$ cat config.mk
export PLATFORM = sky130hd
export DESIGN_NAME = swdev_regdecode
export DESIGN_NICKNAME = d
export VERILOG_FILES = /design/src/rtl/swdev_reg_pkg.sv /design/src/rtl/swdev_stage64.sv /design/src/rtl/swdev_irq_pulse.sv /design/src/rtl/swdev_regdecode.sv
export SDC_FILE = /design/constraint.sdc
export NUM_CORES = 1
export LEC_CHECK = 0
export BUFFER_PORTS_ARGS = -buffer_cell sky130_fd_sc_hd__buf_2
export CAP_MARGIN = 20
export CORE_ASPECT_RATIO = 1.4
export CORE_MARGIN = 5
export CORE_UTILIZATION = 55
export DETAILED_ROUTE_END_ITERATION = 10
export PLACE_DENSITY = 0.81
export SYNTH_ARGS = -nofsm -noshare
export SYNTH_HDL_FRONTEND = slang
export SYNTH_SLANG_ARGS = --single-unit
$ cat constraint.sdc
create_clock -name clk -period 2.6 [get_ports clk]
set_input_delay 0.52 -clock clk [delete_from_list [all_inputs] [get_ports clk]]
set_output_delay 0.52 -clock clk [all_outputs]
set_load 0.005 [all_outputs]
$ cat src/rtl/swdev_reg_pkg.sv
// Package: offsets and constants shared by the control window decoder.
// Assumes byte offsets, 32-bit words, 64-bit registers split low/high.
package swdev_reg_pkg;
    localparam int unsigned WORD_W   = 32;
    localparam int unsigned VEC_W    = 8;
    localparam int unsigned PORT_W   = 64;
    localparam logic [WORD_W-1:0] TRAP_SIG = 32'hDEAD_BABE;
    localparam logic [15:0] GUARD_END = 16'h0010;
    localparam logic [15:0] OFF_T32   = 16'h0010;
    localparam logic [15:0] OFF_T64LO = 16'h0018;
    localparam logic [15:0] OFF_T64HI = 16'h001C;
    localparam logic [15:0] OFF_IRQ   = 16'h0020;
    localparam logic [15:0] OFF_LNKLO = 16'h0310;
    localparam logic [15:0] OFF_LNKHI = 16'h0314;
    localparam logic [15:0] OFF_PENLO = 16'h0318;
    localparam logic [15:0] OFF_PENHI = 16'h031C;
    // Ports 0 and 63 are not front-panel ports
    localparam logic [PORT_W-1:0] PORT_MASK = {1'b0, {(PORT_W-2){1'b1}}, 1'b0};

    typedef enum logic [3:0] {
        SEL_NONE, SEL_TRAP, SEL_T32, SEL_T64LO, SEL_T64HI, SEL_IRQ,
        SEL_LNKLO, SEL_LNKHI, SEL_PENLO, SEL_PENHI
    } reg_sel_e;
endpackage

$ cat src/rtl/swdev_stage64.sv
// Staged wide register: a low-word write is held in a staging register, and
// a high-word write commits {high, staged low} masked by KEEP_MASK.
// Assumes the host writes the low word before the high word.
module swdev_stage64 #(
    parameter int unsigned HALF_W = 32,
    parameter logic [2*HALF_W-1:0] KEEP_MASK = '1
) (
    input  logic                clk,
    input  logic                rst_n,
    input  logic                lo_we,
    input  logic                hi_we,
    input  logic [HALF_W-1:0]   wdata,
    output logic [2*HALF_W-1:0] value_o
);
    localparam int unsigned FULL_W = 2 * HALF_W;

    logic [HALF_W-1:0] staged_q;
    logic [FULL_W-1:0] value_q;

    // Capture the low word into staging
    always_ff @(posedge clk) begin
        if (!rst_n)     staged_q <= '0;
        else if (lo_we) staged_q <= wdata;
    end

    // Commit the whole value when the high word arrives
    always_ff @(posedge clk) begin
        if (!rst_n)     value_q <= '0;
        else if (hi_we) value_q <= {wdata, staged_q} & KEEP_MASK;
    end

    assign value_o = value_q;


    hold_without_commit_chk: assert property (@(posedge clk) disable iff (!rst_n)
        !hi_we |=> $stable(value_o));

    masked_bits_zero_chk: assert property (@(posedge clk) disable iff (!rst_n)
        (value_o & ~KEEP_MASK) == '0);
endmodule

$ cat src/rtl/swdev_irq_pulse.sv
// Test interrupt generator: a trigger produces a one-cycle valid pulse in the
// following cycle and latches the vector, which stays readable afterwards.
module swdev_irq_pulse #(
    parameter int unsigned VEC_W = 8
) (
    input  logic             clk,
    input  logic             rst_n,
    input  logic             trig,
    input  logic [VEC_W-1:0] vec_in,
    output logic             valid_o,
    output logic [VEC_W-1:0] vector_o
);
    logic             valid_q;
    logic [VEC_W-1:0] vec_q;

    // Register the pulse and the vector
    always_ff @(posedge clk) begin
        if (!rst_n) begin
            valid_q <= 1'b0;
            vec_q   <= '0;
        end else begin
            valid_q <= trig;
            if (trig) vec_q <= vec_in;
        end
    end

    assign valid_o  = valid_q;
    assign vector_o = vec_q;


    vec_stable_chk: assert property (@(posedge clk) disable iff (!rst_n)
        !trig |=> $stable(vector_o));
endmodule

$ cat src/rtl/swdev_regdecode.sv
// Control window decoder: maps a byte offset onto the guard range, the test
// registers, the interrupt trigger and the port bitmaps. Reads are
// combinational; writes act on the rising edge. Assumes one access per cycle.
module swdev_regdecode
    import swdev_reg_pkg::*;
#(
    parameter int unsigned ADDR_W = 13
) (
    input  logic              clk,
    input  logic              rst_n,
    input  logic              host_wr_en,
    input  logic [ADDR_W-1:0] host_addr,
    input  logic [31:0]       host_wdata,
    output logic [31:0]       host_rdata,
    input  logic [63:0]       link_up_i,
    output logic [63:0]       port_en_o,
    output logic              irq_valid_o,
    output logic [7:0]        irq_vector_o
);
    localparam int unsigned HALF_W = WORD_W;

    reg_sel_e          sel;
    logic [WORD_W-1:0] t32_q;
    logic [63:0]       t64_val;
    logic [63:0]       t64_dbl;
    logic [63:0]       pen_val;
    logic [63:0]       lnk_view;

    // Decode the offset into a register select
    always_comb begin
        sel = SEL_NONE;
        if (host_addr < GUARD_END[ADDR_W-1:0]) begin
            sel = SEL_TRAP;
        end else if (host_addr[1:0] == 2'b00) begin
            case (host_addr)
                OFF_T32[ADDR_W-1:0]:   sel = SEL_T32;
                OFF_T64LO[ADDR_W-1:0]: sel = SEL_T64LO;
                OFF_T64HI[ADDR_W-1:0]: sel = SEL_T64HI;
                OFF_IRQ[ADDR_W-1:0]:   sel = SEL_IRQ;
                OFF_LNKLO[ADDR_W-1:0]: sel = SEL_LNKLO;
                OFF_LNKHI[ADDR_W-1:0]: sel = SEL_LNKHI;
                OFF_PENLO[ADDR_W-1:0]: sel = SEL_PENLO;
                OFF_PENHI[ADDR_W-1:0]: sel = SEL_PENHI;
                default:               sel = SEL_NONE;
            endcase
        end
    end

    logic wr_t32, wr_t64lo, wr_t64hi, wr_irq, wr_penlo, wr_penhi;
    assign wr_t32   = host_wr_en && (sel == SEL_T32);
    assign wr_t64lo = host_wr_en && (sel == SEL_T64LO);
    assign wr_t64hi = host_wr_en && (sel == SEL_T64HI);
    assign wr_irq   = host_wr_en && (sel == SEL_IRQ);
    assign wr_penlo = host_wr_en && (sel == SEL_PENLO);
    assign wr_penhi = host_wr_en && (sel == SEL_PENHI);

    // Hold the last value written to the 32-bit test register
    always_ff @(posedge clk) begin
        if (!rst_n)      t32_q <= '0;
        else if (wr_t32) t32_q <= host_wdata;
    end

    swdev_stage64 #(.HALF_W(HALF_W), .KEEP_MASK('1)) u_t64 (
        .clk(clk), .rst_n(rst_n), .lo_we(wr_t64lo), .hi_we(wr_t64hi),
        .wdata(host_wdata), .value_o(t64_val)
    );

    swdev_stage64 #(.HALF_W(HALF_W), .KEEP_MASK(PORT_MASK)) u_pen (
        .clk(clk), .rst_n(rst_n), .lo_we(wr_penlo), .hi_we(wr_penhi),
        .wdata(host_wdata), .value_o(pen_val)
    );

    swdev_irq_pulse #(.VEC_W(VEC_W)) u_irq (
        .clk(clk), .rst_n(rst_n), .trig(wr_irq), .vec_in(host_wdata[VEC_W-1:0]),
        .valid_o(irq_valid_o), .vector_o(irq_vector_o)
    );

    assign t64_dbl   = t64_val << 1;
    assign lnk_view  = link_up_i & PORT_MASK;
    assign port_en_o = pen_val;

    // Select the read data for the current offset
    always_comb begin
        unique case (sel)
            SEL_TRAP:  host_rdata = TRAP_SIG;
            SEL_T32:   host_rdata = t32_q << 1;
            SEL_T64LO: host_rdata = t64_dbl[31:0];
            SEL_T64HI: host_rdata = t64_dbl[63:32];
            SEL_IRQ:   host_rdata = {{(WORD_W-VEC_W){1'b0}}, irq_vector_o};
            SEL_LNKLO: host_rdata = lnk_view[31:0];
            SEL_LNKHI: host_rdata = lnk_view[63:32];
            SEL_PENLO: host_rdata = pen_val[31:0];
            SEL_PENHI: host_rdata = pen_val[63:32];
            default:   host_rdata = '0;
        endcase
    end


    trap_sig_chk: assert property (@(posedge clk) disable iff (!rst_n)
        (host_addr < GUARD_END[ADDR_W-1:0]) |-> host_rdata == TRAP_SIG);

    t32_double_chk: assert property (@(posedge clk) disable iff (!rst_n)
        wr_t32 |=> (host_addr != OFF_T32[ADDR_W-1:0] || host_rdata == ($past(host_wdata) << 1)));

    irq_follow_chk: assert property (@(posedge clk) disable iff (!rst_n)
        wr_irq |=> irq_valid_o && irq_vector_o == $past(host_wdata[7:0]));

    irq_quiet_chk: assert property (@(posedge clk) disable iff (!rst_n)
        !wr_irq |=> !irq_valid_o);

    pen_edge_bits_chk: assert property (@(posedge clk) disable iff (!rst_n)
        !port_en_o[0] && !port_en_o[63]);
endmodule

**After elaboration in Yosys (flattened, before gate mapping)**

Index checks and enable logic that the tools add are counted.
W data, S select, Z words.

- Bits in registers: 229
- Input port bits: 112
- Output and inout bits: 105
- Word-level logic and storage cells: 36

- $lt $le $gt $ge: 1
- Equality and inequality tests: 17
- Mux-type cells: 4
- Reduce and logical (&&, ||, !) cells: 7

Operators with widths:

| operator | count |
|---|---|
| $pmux W32 S9 | 1 |
| $eq A13 B10 Y1 const B | 4 |
| $eq A13 B5 Y1 const B | 3 |
| $pmux W4 S8 | 1 |
| $eq A4 B3 Y1 const B | 4 |
| $eq A13 B6 Y1 const B | 1 |
| $lt A13 B5 Y1 const B | 1 |
| $eq A4 B2 Y1 const B | 2 |
| $eq A4 B4 Y1 const B | 2 |
| $mux W4 | 2 |
| $logic_and A1 B1 Y1 | 6 |
| $eq A4 B1 Y1 const B | 1 |
| $logic_not A2 Y1 | 1 |

**Depth between registers and ports, before layout**

- Word-level depth: 6
- Depth in mapped cells: 9
- Mapped depth without buffers: 5

**Cells and area by module**

From an unflattened synthesis, not the netlist that was laid out.

- Cells, all modules: 1,028
- Area, all modules: 10,433.8 µm²

By module, submodules not included:

| module | times used | cells an instance | area an instance (µm²) | seq. area each (µm²) |
|---|---|---|---|---|
| swdev_stage64 at u_t64 | 1 | 309 | 3,703.6 | 1,921.8 |
| swdev_stage64 at u_pen | 1 | 303 | 3,578.4 | 1,861.8 |
| swdev_regdecode | 1 | 389 | 2,822.7 | 620.6 |
| swdev_irq_pulse | 1 | 27 | 329.1 | 180.2 |

**Worst setup path after synthesis**

No wires, ideal clock.

- Path kind: input to output
- Start: input host_addr[12]
- End: output host_rdata[17]
- Arrival time: 1.895 ns
- Data required time: 2.080 ns
- Path slack: 0.185 ns
- Cell stages on the path: 6
- Buffers on the path: 1
- Path through: nor3_1 -> buf_2 -> nand3_2 -> nor3_2 -> a22oi_1 -> o21ai_1

- Longest elaborated chain between the ends: 6
- Elaborated cells on any way between the ends: 22
- Those cells by class: order compare (1); eq/ne (17); mux (4)

RTL lines:

| item | line | text |
|---|---|---|
| start: declaration | swdev_regdecode.sv:12 | `input logic [ADDR_W-1:0] host_addr,` |
| $eq A13 B10 Y1 (tied with other cells) | swdev_regdecode.sv:35 | `case (host_addr)` |
| $pmux W4 S8 | swdev_regdecode.sv:35 |  |
| $mux W4 | swdev_regdecode.sv:34 | `end else if (host_addr[1:0] == 2'b00) begin` |
| $mux W4 (*) | swdev_regdecode.sv:32 | `if (host_addr < GUARD_END[ADDR_W-1:0]) begin` |
| $eq A4 B4 Y1 (tied with other cells) | swdev_regdecode.sv:84 | `unique case (sel)` |
| $pmux W32 S9 (*) | swdev_regdecode.sv:84 |  |
| end: declaration | swdev_regdecode.sv:14 | `output logic [31:0] host_rdata,` |

Every way passes the cells marked *; elsewhere a longest branch is shown, timed or not.

**Final worst setup path**

- Start: input host_addr[9]
- End: output host_rdata[6]

Same word-level chain as after synthesis.

==> metrics.md <==
| Metric | Value |
|---|---|
| Status | `complete, but fails checks` |
| Failing checks | `setup timing` |
| Origin of the critical flop-to-flop path | `u_t64.value_o[45]` |
| RSZ-0062 raised after global routing | `true` |
| Met3 Wirelength | `2970 um` |
| Synth Cell Area | `0.0100 mm2` |
| Worst-path fanout max | `7` |
| Clock skew | `5.22 ps` |
| Arrival time at the worst endpoint | `2130 ps` |
| Core ar. | `0.0179 mm2` |
| Post-synthesis cell count | `1285` |
| Total clock buffers created by CTS | `22` |
| ANT nets after route | `0` |
| Row cnt | `58` |
| H-Tree Depth | `1` |
| Startpoint class of the critical path | `input pin` |
| Synth Area per Inst | `7.78 um2` |
| First drt pass iteration count | `7` |
| Routed Wire Length | `33300 um` |
| Layout cells sized above 1 | `24.7%` |
| Max stage delay on crit path | `390 ps` |
| HP Start | `host_wdata[31]` |
| Max Cap Viol | `0` |
| Final hold vios | `0` |
| Register-to-Register Setup Slack | `1900 ps` |
| Synth Warn # | `0` |
| First-pass GRT wire length | `47700 um` |
| Yosys reg bits | `228` |
| Initial drt markers | `1478` |
| Placer Congestion | `0.942` |
| All-Layer GR Usage | `28.5%` |
| Synth-to-layout area growth | `27.5%` |
| Hold crit path type | `in2reg` |
| Max IR drop VDD | `0.445 mV` |
| Initial antenna violation count | `6` |
| Most frequent cell after synthesis | `nand2_1` |
| Dominant cell type by area after synthesis | `dfxtp_1` |
| Routed len/inst | `19.0 um` |
| I/O pins | `217` |
| Maximum clock insertion buffer count | `3` |
| Sequential share of the synthesized area | `45.6%` |
| Clock transition at path regs | `60 ps` |
| DIE WIDTH | `124 um` |
| Fmax | `0.377 GHz` |
| GRT Residual Overflow | `0` |
| Top FF cell, synth | `dfxtp_1` |
| Total Nets Final | `1609` |
| DR top layer | `met5` |
| Die ar. | `0.0210 mm2` |
| Number of synthesized flops with an enable pin | `0` |
| Clk_lat worst skew | `500 ps` |
| Hold path cells | `3` |
| DP Cell Count | `1695` |
| R2R depth | `2` |
| Req. time, crit path | `2080 ps` |
| Setup Crit Path Kind | `in2out` |
| Pins over their slew limit | `0` |
| Hold slack | `315 ps` |
| Worst setup margin | `-49.4 ps` |
| Via count | `10300` |
| Final Total Pwr | `7.08 mW` |
| Share of flip-flops with an asynchronous set or reset | `0%` |
| Static leakage | `5.09 nW` |
| CP Capture Type | `primary output` |
| Post-synth top cells | `401 x nand2_1, 228 x dfxtp_1, 158 x a21oi_1` |
| DRT met1 WL | `12700 um` |
| Final period utilization | `102%` |
| Netlist cell types | `49` |
| Top cell type's share of synthesized area | `45.6%` |
| Metal2 WL | `16000 um` |
| Die height | `170 um` |
| Clock root cell | `clkbuf_16` |
| Hold endpoint | `u_t64.staged_q[31]` |
| CTS tree | `done` |
| Starting density of the core | `55.8%` |
| Critical path's slowest cell | `a31oi_4` |
| Reg-to-Reg End | `u_t64.value_o[45]` |
| HPWL Detailed | `22100 um` |
| Pin count of the biggest net entering global routing | `125` |
| Slew HR | `59.4%` |
| CTS sink cnt | `228` |
| Utilization after layout | `71.2%` |
| Cell Count, Final, Fillers Out | `1756` |
| Pwr per Cell Area | `555 mW/mm2` |
| Main area contributors after synthesis | `dfxtp_1 46%, nand2_1 15%, a21oi_1 7.9%` |
| Drt via density | `5.87` |
| Minimum clock period | `2650 ps` |
| Worst Max-Slew Pin Slew | `609 ps` |
| Setup TNS Final | `-49.4 ps` |
| Final number of setup-violating endpoints | `1` |
| Vias in the first global route | `9190` |
| I/O Buffers | `212` |
| DRC | `0` |
| Crit path cell chain | `buf_2 -> buf_6 -> and3_4 -> a31oi_4 -> buf_6 -> mux2i_2 -> o211ai_1 -> buf_2` |
==> metrics by stage <==
step	setup slack (ps)	area [um2]
CTS	4.11	12300
finish	-49.4	12800
floorplan	185	10000
detailed placement	-138	11600
global route	-65.9	12800
global placement	-103	11600
==> state kept, by name (all words and copies together) (netlist names) <==
| signal | cells |
|---|---|
| u_pen.value_o | 62 |
| u_t64.value_o | 63 |
| u_irq.vector_o | 8 |
| u_irq.valid_o | 1 |
| u_t64.staged_q | 32 |
| t32_q | 31 |
| u_pen.staged_q | 31 |
==> critical path, delay by kind of cell <==
| family | cells | cell delay [ps] |
|---|---|---|
| compound gates | 2 | 520 |
| mux | 1 | 260 |
| simple gates | 1 | 190 |
| buf+inv | 4 | 640 |
==> repair_timing <==
item	in CTS	in global routing
hold buffers	0	0
gates cloned	0	5
pin swaps	1	11
buffers inserted	2	11
resized for setup	12	58
setup endpoints to repair	22	32
==> layout make-up <==
cell class | count | area, um2
multi-input combinational | 945 | 5070
fill | 1413 | 5170
clock inverter | 7 | 65.1
timing repair buffer | 298 | 2090
inverter | 2 | 10.0
tap | 240 | 300
clock buffer | 31 | 646
antenna | 5 | 12.5
sequential | 228 | 4560
==> layer usage <==
metal	vias to the layer above	track usage [%]
met3	116	5.14
met4	2	12.2
met5	-	0
li1	4830	-
met2	505	45.9
met1	4852	37.3
==> worst max-delay path by stage <==
stage                     cells after the start          start             end
final                                         8   host_addr[9]   host_rdata[6]
after global routing                          8   host_addr[9]   host_rdata[6]
after CTS                                    10   host_addr[7]   host_rdata[9]
after detailed placement                      9   host_addr[7]  host_rdata[14]
after global placement                        9   host_addr[7]  host_rdata[19]
after floorplan                               6  host_addr[12]  host_rdata[17]
==> cells by family after synthesis <==
group | count (synthesis) | synth area share [%]
multiplexers | 69 | 6.91
other | 1 | 0.0375
flip-flops | 228 | 45.6
AO/OA/AOI/OAI | 355 | 19.9
AND/OR/NAND/NOR | 519 | 22.0
buffers and inverters | 113 | 5.49
==> layout by cell type (no fill, tap or decap), types with 3 or more instances in the layout <==
cell,count
nor2_1,16
clkbuf_1,4
a221o_1,17
mux2i_2,4
buf_2,208
clkbuf_16,28
a2bb2oi_1,4
buf_12,18
clkbuf_8,4
o21ai_0,38
and3_1,4
nand3b_1,3
dfxtp_1,228
a22oi_1,22
nand3_1,63
buf_6,11
o21ai_2,7
nand4_1,4
clkinv_2,4
nand2_1,398
o21ai_1,91
mux2i_1,65
a21oi_1,158
diode_2,5
buf_4,54
==> power by group <==
part	switching, mW	internal [mW]	total [mW]
combinational	0.272	0.173	0.445
sequential	0.0000813	3.49	3.49
clock	1.32	1.83	3.14
Power figures use the tool's default switching activity.
